### src/rtl/xbus_pkg.sv
package xbus_pkg;
  localparam int XB_DATA_W   = 16;
  localparam int XB_ADDR_HI_W = 4;
  localparam int XB_ADDR_W   = XB_ADDR_HI_W + 1;
  localparam int XB_NUM_REGS = 1 << XB_ADDR_W;

  // strobes from control to datapath
  typedef struct packed {
    logic                 wrEn;
    logic [XB_ADDR_W-1:0] wrAddr;
    logic [XB_ADDR_W-1:0] rdAddr;
    logic                 drive;
  } xbStrobes_t;
endpackage

### src/rtl/xbus_ctrl.sv
module xbus_ctrl
  import xbus_pkg::*;
#(
  parameter bit SHARE_EN = 1'b1,
  parameter int RSV_LO   = 2,
  parameter int RSV_HI   = 3
) (
  input  logic                    clk,
  input  logic                    rstN,
  input  logic [XB_ADDR_HI_W-1:0] addrHi,
  input  logic                    addrLo,
  input  logic                    dirRead,
  input  logic [1:0]              devSel,
  input  logic                    selN,
  output xbStrobes_t              strobes
);
  localparam logic [XB_ADDR_HI_W-1:0] RSV_LO_V = XB_ADDR_HI_W'(RSV_LO);
  localparam logic [XB_ADDR_HI_W-1:0] RSV_HI_V = XB_ADDR_HI_W'(RSV_HI);

  logic                 selHit;
  logic [XB_ADDR_W-1:0] curAddr;
  logic                 curRsv;
  logic [XB_ADDR_W-1:0] pipeAddr;
  logic                 pipeRsv;
  logic                 pipeValid;

  assign selHit  = (devSel == 2'b00) && !selN;
  assign curAddr = {addrHi, addrLo};

  generate
    if (SHARE_EN) begin : g_rsv
      assign curRsv = (addrHi >= RSV_LO_V) && (addrHi <= RSV_HI_V);
    end else begin : g_norsv
      assign curRsv = 1'b0;
    end
  endgenerate

  // previous-cycle address, captured on every selected edge
  always_ff @(posedge clk or negedge rstN) begin
    if (!rstN) begin
      pipeAddr  <= '0;
      pipeRsv   <= 1'b0;
      pipeValid <= 1'b0;
    end else if (selHit) begin
      pipeAddr  <= curAddr;
      pipeRsv   <= curRsv;
      pipeValid <= 1'b1;
    end
  end

  always_comb begin
    strobes.wrEn   = selHit && !dirRead && (curAddr != '0) && !curRsv;
    strobes.wrAddr = curAddr;
    strobes.rdAddr = pipeAddr;
    strobes.drive  = selHit && dirRead && pipeValid && !pipeRsv;
  end
endmodule

### src/rtl/xbus_datapath.sv
module xbus_datapath
  import xbus_pkg::*;
#(
  parameter bit SHARE_EN    = 1'b1,
  parameter int STATUS_ADDR = 1,
  parameter int STATUS_W    = 4
) (
  input  logic                 clk,
  input  logic                 rstN,
  input  xbStrobes_t           strobes,
  input  logic [XB_DATA_W-1:0] dataIn,
  output logic [XB_DATA_W-1:0] dataOut,
  output logic                 dataOe,
  output logic [STATUS_W-1:0]  statusOut
);
  logic [XB_DATA_W-1:0] regBank [XB_NUM_REGS];
  logic [XB_DATA_W-1:0] wrWord;
  logic [XB_DATA_W-1:0] rdWord;
  logic [XB_DATA_W-1:0] rdBus;

  // bus bit k carries logical bit (W-1-k)
  generate
    for (genvar k = 0; k < XB_DATA_W; k++) begin : g_swap
      assign wrWord[k] = dataIn[XB_DATA_W-1-k];
      assign rdBus[k]  = rdWord[XB_DATA_W-1-k];
    end
  endgenerate

  always_ff @(posedge clk or negedge rstN) begin
    if (!rstN) begin
      for (int i = 0; i < XB_NUM_REGS; i++) regBank[i] <= '0;
    end else begin
      for (int i = 0; i < XB_NUM_REGS; i++) begin
        if (strobes.wrEn && (strobes.wrAddr == XB_ADDR_W'(i))) regBank[i] <= wrWord;
      end
    end
  end

  assign rdWord  = regBank[strobes.rdAddr];
  assign dataOe  = strobes.drive;
  assign dataOut = strobes.drive ? rdBus : '0;

  generate
    for (genvar s = 0; s < STATUS_W; s++) begin : g_stat
      if (SHARE_EN && (s == 1)) begin : g_held
        assign statusOut[s] = 1'b0;
      end else begin : g_live
        assign statusOut[s] = regBank[STATUS_ADDR][s];
      end
    end
  endgenerate
endmodule

### src/rtl/xbus_reg_slave.sv
module xbus_reg_slave
  import xbus_pkg::*;
#(
  parameter bit SHARE_EN    = 1'b1,
  parameter int RSV_LO      = 2,
  parameter int RSV_HI      = 3,
  parameter int STATUS_ADDR = 1,
  parameter int STATUS_W    = 4
) (
  input  logic                    clk,
  input  logic                    rstN,
  input  logic [XB_DATA_W-1:0]    dataIn,
  output logic [XB_DATA_W-1:0]    dataOut,
  output logic                    dataOe,
  input  logic [XB_ADDR_HI_W-1:0] addrHi,
  input  logic                    addrLo,
  input  logic                    dirRead,
  input  logic [1:0]              devSel,
  input  logic                    selN,
  output logic [STATUS_W-1:0]     statusOut,
  output logic                    irqN
);
  xbStrobes_t strobes;

  xbus_ctrl #(
    .SHARE_EN(SHARE_EN), .RSV_LO(RSV_LO), .RSV_HI(RSV_HI)
  ) u_ctrl (
    .clk(clk), .rstN(rstN), .addrHi(addrHi), .addrLo(addrLo),
    .dirRead(dirRead), .devSel(devSel), .selN(selN), .strobes(strobes)
  );

  xbus_datapath #(
    .SHARE_EN(SHARE_EN), .STATUS_ADDR(STATUS_ADDR), .STATUS_W(STATUS_W)
  ) u_dp (
    .clk(clk), .rstN(rstN), .strobes(strobes), .dataIn(dataIn),
    .dataOut(dataOut), .dataOe(dataOe), .statusOut(statusOut)
  );

  assign irqN = 1'b1;
endmodule

### config.mk
export PLATFORM = sky130hd
export DESIGN_NAME = xbus_reg_slave
export DESIGN_NICKNAME = d
export VERILOG_FILES = /design/src/rtl/xbus_pkg.sv /design/src/rtl/xbus_ctrl.sv /design/src/rtl/xbus_datapath.sv /design/src/rtl/xbus_reg_slave.sv
export SDC_FILE = /design/constraint.sdc
export NUM_CORES = 1
export LEC_CHECK = 0
export BUFFER_PORTS_ARGS = -buffer_cell sky130_fd_sc_hd__buf_2
export CORE_MARGIN = 2
export CORE_UTILIZATION = 65
export CTS_BUF_LIST = sky130_fd_sc_hd__clkbuf_4 sky130_fd_sc_hd__clkbuf_8
export DETAILED_ROUTE_END_ITERATION = 7
export GPL_ROUTABILITY_DRIVEN = 0
export PLACE_DENSITY = 0.8
export SETUP_SLACK_MARGIN = 0.05
export SLEW_MARGIN = 20
export SYNTH_ARGS = -nofsm -noshare
export SYNTH_HDL_FRONTEND = slang
export SYNTH_SLANG_ARGS = --single-unit
### constraint.sdc
create_clock -name clk -period 2.76 [get_ports clk]
set_input_delay 0.414 -clock clk [delete_from_list [all_inputs] [get_ports clk]]
set_output_delay 0.414 -clock clk [all_outputs]
set_load 0.02 [all_outputs]
==> After elaboration in Yosys (flattened, before gate mapping) <==
Cells that the tools add are included.
{ "classes": {"addsub": 0, "n_mul": 0, "n_div": 0, "n_lt_le_gt_ge": 3, "eq_ne": 31, "n_shift": 0, "n_mux": 4, "n_bitwise": 1, "reduce_logical": 47} }
{ "ops": {"columns": ["cell", "n"], "rows": [
  ["binary-select mux 16 bit (select 5 bit)", 1],
  ["== test 5 bit (second input constant)", 16],
  ["two-way mux 16 bit", 3],
  ["== test 5 x 4 -> 1 bit (second input constant)", 8],
  ["logical AND 1 bit", 40],
  ["== test 5 x 3 -> 1 bit (second input constant)", 4],
  ["== test 5 x 2 -> 1 bit (second input constant)", 2],
  [">= comparator 6 bit (second input constant)", 1],
  ["NOT 5 -> 6 bit", 1],
  ["== test 5 x 1 -> 1 bit (second input constant)", 1],
  ["zero test 5 bit", 1],
  ["nonzero test 5 bit", 1],
  [">= comparator 4 x 2 -> 1 bit (second input constant)", 1],
  ["less-or-equal comparator 4 x 2 -> 1 bit (second input constant)", 1],
  ["zero test 1 bit", 4],
  ["zero test 2 bit", 1]
]} }
{ "totals": {"ff_bits": 519, "latch_bits": 0, "ram_bits": 0, "rom_bits": 0, "input_bits": 27, "output_inout_bits": 22, "word_cells": 121, "memories": 0} }

==> Logic depth before layout (Yosys ltp) <==
Gate-level depths: netlist (run 1).
{ "depth": {"depth_word": 6, "ltp_mapped": 8, "mapped_depth_nobuf": 4} }

==> Hierarchy <==
A second synthesis (run 1) with hierarchy kept.
{ "hier_totals": {"hier_cells": 1520, "area_unflattened_um2": 23809.1} }
{ "modules_own_cells": {"columns": ["mod", "n_inst", "cells_per_inst", "area_per_inst_um2"], "rows": [
  ["xbus_datapath", 1, 1492, 23453.7],
  ["xbus_ctrl", 1, 26, 344.1],
  ["xbus_reg_slave", 1, 2, 11.3]
]} }

==> Worst setup path before layout (run 1) <==
No wires, ideal clock.
{ "synth_path": {"kind": "input port to output port", "startpoint": "in devSel[1]", "endpoint": "out dataOut[10]", "t_arrival_ns": 2.116, "t_required_ns": 2.346, "path_slack_ns": 0.230, "stages": 5, "path_cell_list": "nor3_1 > nand4b_1 > clkbuf_1 > a221o_1 > a31oi_1"} }
{ "synth_between": {"elab_chain_len": 6} }
{ "synth_lines": {"columns": ["element", "line", "source"], "rows": [
  ["from (decl)", "xbus_reg_slave.sv:18", "input logic [1:0] devSel,"],
  ["zero test 2 bit", "xbus_ctrl.sv:27", "assign selHit = (devSel == 2'b00) && !selN;"],
  ["logical AND 1 bit", "xbus_ctrl.sv:27", null],
  ["logical AND 1 bit (3 in a row)", "xbus_ctrl.sv:55", "strobes.drive = selHit && dirRead && pipeValid && !pipeRsv;"],
  ["two-way mux 16 bit", "xbus_datapath.sv:41", "assign dataOut = strobes.drive ? rdBus : '0;"],
  ["to (decl)", "xbus_reg_slave.sv:13", "output logic [XB_DATA_W-1:0] dataOut,"]
]} }
No other way between the ends.

==> Final worst setup path (run 1) <==
{ "layout_path": {"startpoint": "reg u_ctrl.pipeAddr[1]", "endpoint": "out dataOut[15]"} }
{ "layout_between": {"elab_chain_len": 5} }
{ "layout_lines": {"columns": ["element", "line", "source"], "rows": [
  ["from (decl)", "xbus_ctrl.sv:23", "logic [XB_ADDR_W-1:0] pipeAddr;"],
  ["from (signal assigned)", "xbus_ctrl.sv:45", "pipeAddr <= curAddr;"],
  ["NOT 5 -> 6 bit (implied by the code)", "xbus_datapath.sv:39", "assign rdWord = regBank[strobes.rdAddr];"],
  ["binary-select mux 16 bit (select 5 bit)", "xbus_datapath.sv:39", null],
  ["two-way mux 16 bit (implied by the code) (2 in a row)", "xbus_datapath.sv:39", null],
  ["two-way mux 16 bit", "xbus_datapath.sv:41", null]
]} }
No other way between the ends. The select of a mux whose other input is x is not followed.

==> results of run 1 <==
cells by family (layout without fill, tap and decap cells):
kind of cell | Yosys count | after routing | synth area share [%]
AOI/OAI and AO/OA | 78 | 78 | 2.58
buffers and inverters | 218 | 273 | 4.08
DFF | 519 | 519 | 56.6
muxes | 608 | 608 | 35.0
other | 2 | 2 | 0.0327
and+or+nand+nor | 75 | 75 | 1.74
power by group:
part           internal (uW)  switching [uW]
clock                   3870            2940
sequential              7930             180
combinational           1050            1190
repair_timing:
item	in CTS	in global routing
setup buffers	7	1
gates resized for setup	51	23
gates cloned	9	1
hold endpoints to repair	67	0
endpoints found under the setup margin	16	16
hold buffers	1	0
pin swaps	12	8
per-layer routing:
layer | share of wire, % | wire (um) | vias up | GRT usage, %
li1 | - | - | 5471 | -
met1 | 43 | 22900 | 7031 | 43.6
met2 | 50 | 26500 | 395 | 48.8
met3 | 5.1 | 2740 | 102 | 5.28
met4 | 2.5 | 1330 | 0 | 11.4
met5 | 0 | 0 | - | 0
cell type report:
cell class	count	area [um2]	share of cell area, %
Tap cell	455	569	2.20
Timing Repair Buffer	129	1370	5.29
Multi-Input combinational cell	763	9260	35.7
Inverter	2	7.51	0.0290
Clock buffer	135	1660	6.42
Sequential cell	519	13000	50.1
Clock inverter	7	62.6	0.241
cell usage in the layout (no fill, tap or decap), types with 7 or more instances in the layout:
master and instances:
buf_2 32, a22oi_2 11, mux2_2 432, mux4_2 112
a221oi_1 11, dfrtp_1 516, clkbuf_4 31, a31oi_1 7
mux2i_1 58, buf_4 62, clkbuf_8 104, o21ai_0 8
buf_16 11, buf_12 18, a221o_1 16, nand2_1 43
worst max-delay path: cells and delay by family, from the launching register on:
kind / cells / cell delay, ns
multiplexers: 2 / 0.44
flip-flops: 1 / 0.49
buffers and inverters: 3 / 0.52
AO/OA/AOI/OAI: 2 / 0.64
flip-flops by register name, indices dropped and copies added, names as in the netlist:
register / cells
u_ctrl.pipeValid: 1
u_ctrl.pipeRsv: 1
u_dp.regBank: 509
u_dp.statusOut: 3
u_ctrl.pipeAddr: 5
per-stage QoR:
stage / setup TNS [ns] / setup slack, ns
2_1_floorplan: 0 / 0.230
3_3_place_gp: 0 / 0.141
3_5_place_dp: 0 / 0.0917
4_1_cts: -5.24 / -0.378
5_1_grt: -5.63 / -0.382
6_report: -5.02 / -0.383
cells in the mapped netlist, types with 12 or more instances:
| library cell | instances |
|---|---|
| a221oi_1 | 12 |
| mux2i_1 | 64 |
| mux4_2 | 112 |
| clkbuf_1 | 138 |
| buf_1 | 27 |
| nand2_1 | 43 |
| a22oi_1 | 16 |
| mux2_2 | 432 |
| o21ai_0 | 13 |
| dfrtp_1 | 519 |
| a31oi_1 | 16 |
| buf_2 | 37 |
| a221o_1 | 16 |
final timing paths:
kind	slack (ns)	end	start
setup / recovery	-0.38	dataOut[15]	u_ctrl.pipeAddr[1]
hold / removal	0.1	u_ctrl.pipeRsv	addrHi[3]
setup reg to reg	1.60	u_ctrl.pipeAddr[0]	u_ctrl.pipeAddr[0]
hold reg to reg	0.37	u_dp.regBank[431]	u_dp.regBank[431]
max in group asynchronous	1.44	u_dp.regBank[142]	rstN
min in group asynchronous	0.38	u_dp.statusOut[2]	rstN
==> run summary, run 1 <==
Syn avg cell area - 15.3 um2
CTS tree - yes
Mapped Cells - 1500
Die span in y - 192 um
Vias in the first global route - 14000
Critical path class - flip-flop to output port
CTS root buf - clkbuf_8
CP Cell Sequence - buf_12 > buf_16 > mux4_2 > mux2i_4 > a221o_1 > a31oi_2 > buf_4
Final Hold Fails - 0
Number of iterations in the first detailed-routing pass - 4
Clock skew - 0 ns
Worst setup margin - -0.383 ns
Clk_lat worst skew - 0.64 ns
Peak supply drop - 0.000486 V
Power Dens Cells - 662 nW/um2
Synth cell types - 34
Worst-margin pin slew - 0.840 ns
Critical path required time - 2.35 ns
Pin count of the biggest net entering global routing - 80
Synth top area cells - dfrtp_1 (57%), mux2_2 (21%), mux4_2 (11%)
Avg WL per Cell - 26.6 um
Hold path depth - 2
CTS clk-pin slew, worst paths - 0.06 ns
Antenna violations before repair - 0
Synthesized flop and latch total - 519
Placed Cells - 1849
Fin crit share - 114%
Layout Nets - 1525
Post-route cell area - 25900 um2
First-pass GRT wire length - 83300 um
Rows - 68
Total power - 17200 uW
WHS - 0.0976 ns
Reg2Reg Depth - 3
FILL cells - 2021
Status - complete, but fails checks
FFs w/ async S/R, synth - 100%
Htree depth - 3
DP Area - 23500 um2
Number of synthesized flops with an enable pin - 0
Drc violations - 0
LEAKAGE - 0.0126 uW
Tot GR Track Use - 30.8%
CP max-delay cell - dfrtp_4
CP arrival - 2.73 ns
Final Core Density - 74.9%
Slew headroom - 43.8%
Detail Route Antenna Nets - 0
Number of I/O pins - 49
Post-synth top area share - 56.6%
CTS max path bufs - 3
Final global-route overflow total - 0
Max_cap viols - 0
Initial DRC count - 903
Die W - 192 um
RSZ-0062 raised after global routing - yes
Post-Route WL - 53500 um
Critical path startpoint category - flip-flop
Worst-path maximum fanout - 8
Minimum clock period - 3.14 ns
Failing checks - negative setup slack
Synth warn - 0
Starting density of the core - 66.3%
Vias - 13000
Post-synthesis sequential area ratio - 56.6%
Sink Count - 519
Critical path endpoint category - output port
Crit path largest cell delay - 0.49 ns
Vias/cell - 6.47
Final Slew Violations - 0
Die area - 36800 um2
Port Buffers - 46
Hpwl dp - 30700 um
Top_reg_cell synth - dfrtp_1
TritonCTS buffer count - 83
ANT cells - 0
Syn_nets - 1527
Post-synthesis instance area - 23000 um2
Setup Viol. Count Final - 16
Area Overhead vs Synth - 13.0%
Layout cell share with drive strength beyond 1 - 55.4%
Fmax - 318 MHz
Core area - 34600 um2
Final Non-Filler Cells - 2010
Yosys top cell by area - dfrtp_1
Hold Path Class - input port to flip-flop
No activity file was read; power rests on OpenSTA's default activity.
==> inputs of run 2 (changes only) <==
--- a/config.mk
+++ b/config.mk
@@ -11,6 +11,7 @@
 export CTS_BUF_LIST = sky130_fd_sc_hd__clkbuf_4 sky130_fd_sc_hd__clkbuf_8
 export DETAILED_ROUTE_END_ITERATION = 7
 export GPL_ROUTABILITY_DRIVEN = 0
+export HOLD_SLACK_MARGIN = 0.12
 export PLACE_DENSITY = 0.8
 export SETUP_SLACK_MARGIN = 0.05
 export SLEW_MARGIN = 20
==> run 2 against run 1 <==
Net effect: the run still ends with negative setup slack left; non-clock buffer count increased by 5; combinational power about the same; sequential cell count unchanged; critical path type unchanged; critical endpoint unchanged; largest power group unchanged.
==> run summary, run 2 (same netlist as run 1, synthesis figures left out) <==
Status - complete, but fails checks
Failing checks - negative setup slack
CTS clk-pin slew, worst paths - 0.07 ns
Vias/cell - 6.47
Worst R2R End - u_ctrl.pipeRsv
CP max-delay cell - dfrtp_4
CTS tree - yes
Sink Count - 519
Final global-route overflow total - 0
Number of I/O pins - 49
FILL cells - 2015
LEAKAGE - 0.0126 uW
Critical path endpoint category - output port
First-pass GRT wire length - 83500 um
CTS root buf - clkbuf_8
Rows - 68
Layout cell share with drive strength beyond 1 - 55.4%
Leading cell type in the layout, fill and taps excluded - dfrtp_1
Critical path required time - 2.35 ns
CP Buf/Inv Count - 3
Minimum clock period - 3.12 ns
Slew headroom - 42.8%
Peak supply drop - 0.000485 V
Max reg flops - 509
CP arrival - 2.70 ns
Die span in y - 192 um
Die W - 192 um
Worst Hold End - u_ctrl.pipeAddr[0]
Vias - 13000
Antenna violations before repair - 0
Area Overhead vs Synth - 13.3%
Max_cap viols - 0
Worst-path maximum fanout - 8
Core area - 34600 um2
Clk_lat worst skew - 0.64 ns
Register Area - 13000 um2
Number of iterations in the first detailed-routing pass - 5
Vias in the first global route - 14000
Hpwl dp - 30700 um
Biggest register - u_dp.regBank
Hold Path Class - input port to flip-flop
Detail Route Antenna Nets - 0
Drc violations - 0
TritonCTS buffer count - 83
Multi-input logic area - 9270 um2
Pin count of the biggest net entering global routing - 80
Crit path max-delay family - compound AO/OA/AOI/OAI gates
Most frequent cells in the layout - dfrtp_1 (516), mux2_2 (432), mux4_2 (112), clkbuf_8 (104), buf_4 (63)
Setup Slack @ Placement - 0.0917 ns
Reg2Reg Depth - 3
CTS max path bufs - 3
Avg WL per Cell - 26.6 um
Fmax - 321 MHz
Post-route cell area - 26000 um2
Final Hold Fails - 0
Hold path depth - 3
Critical path class - flip-flop to output port
Layout Nets - 1530
DP Area - 23500 um2
Initial DRC count - 953
Post-Route WL - 53600 um
Worst setup margin - -0.356 ns
Htree depth - 3
Crit path largest cell delay - 0.49 ns
Worst R2R Start - u_ctrl.pipeRsv
Setup Viol. Count Final - 16
Worst-margin pin slew - 0.854 ns
Power Dens Cells - 661 nW/um2
Fin crit share - 113%
Clock skew - 0 ns
ANT cells - 0
Hold_sp - addrLo
RSZ-0062 raised after global routing - yes
Reg2reg setup slack - 1.50 ns
Final Slew Violations - 0
Starting density of the core - 66.3%
Port Buffers - 46
Critical path startpoint category - flip-flop
CP Cell Sequence - buf_12 > buf_16 > mux4_2 > mux2i_4 > a221o_1 > a31oi_2 > buf_4
Die area - 36800 um2
Tot GR Track Use - 30.8%
run 2: layer usage:
metal / vias to the layer above / wire, um / global-route usage (%)
met4: 0 / 1260 / 11.7
met1: 7019 / 23200 / 43.5
li1: 5506 / - / -
met3: 100 / 2840 / 5.48
met2: 406 / 26300 / 48.7
met5: - / 0 / 0
run 2: how the worst max path moves through the flow:
stage | from | endpoint | depth (start not counted)
CTS | u_ctrl.pipeAddr[1] | dataOut[15] | 7
finish | u_ctrl.pipeAddr[1] | dataOut[15] | 7
global route | u_ctrl.pipeAddr[1] | dataOut[15] | 7
detailed placement | u_ctrl.pipeAddr[1] | dataOut[15] | 6
floorplan | devSel[1] | dataOut[10] | 5
global placement | u_ctrl.pipeAddr[1] | dataOut[2] | 6
run 2: cell type report:
type	instances	share of cell area, %
Clock buffer	135	6.40
Clock inverter	7	0.241
Inverter	2	0.0289
Multi-Input combinational cell	763	35.7
Sequential cell	519	50.0
Tap cell	455	2.19
Timing Repair Buffer	134	5.47
run 2: worst reg2reg max path: stages (launching register included):
cell and delay [ns]:
dfrtp_1 0.38, nand2_1 0.10, o31ai_1 0.10, dlygate4sd3_1 0.57
run 2: per-stage QoR:
stage          TNS (ns)  power, uW  hold WS [ns]  cells  util (%)
2_1_floorplan         0       9430         0.118   1500         -
3_3_place_gp          0      10100         0.360   1849      67.9
3_5_place_dp          0      10100         0.362   1849      67.9
4_1_cts           -5.24      17200         0.153   2013      74.7
5_1_grt           -5.62      17800         0.176   2015      75.1
6_report          -4.86      17200         0.195   2015      75.1
run 2: power breakdown:
| part | leakage [uW] | internal (uW) | switching [uW] |
|---|---|---|---|
| logic | 0.00457 | 1050 | 1200 |
| clock network | 0.000924 | 3870 | 2930 |
| registers | 0.00716 | 7930 | 180 |
| total | 0.0126 | 12900 | 4310 |
run 2: repair_timing:
| action | 4_1_cts | 5_1_grt |
|---|---|---|
| gates resized for setup | 51 | 28 |
| cloned | 9 | 2 |
| setup endpoints to repair | 16 | 16 |
| hold buffers | 6 | 0 |
| hold endpoints to repair | 72 | 0 |
| setup buffers | 7 | 1 |
| pin swaps | 12 | 10 |
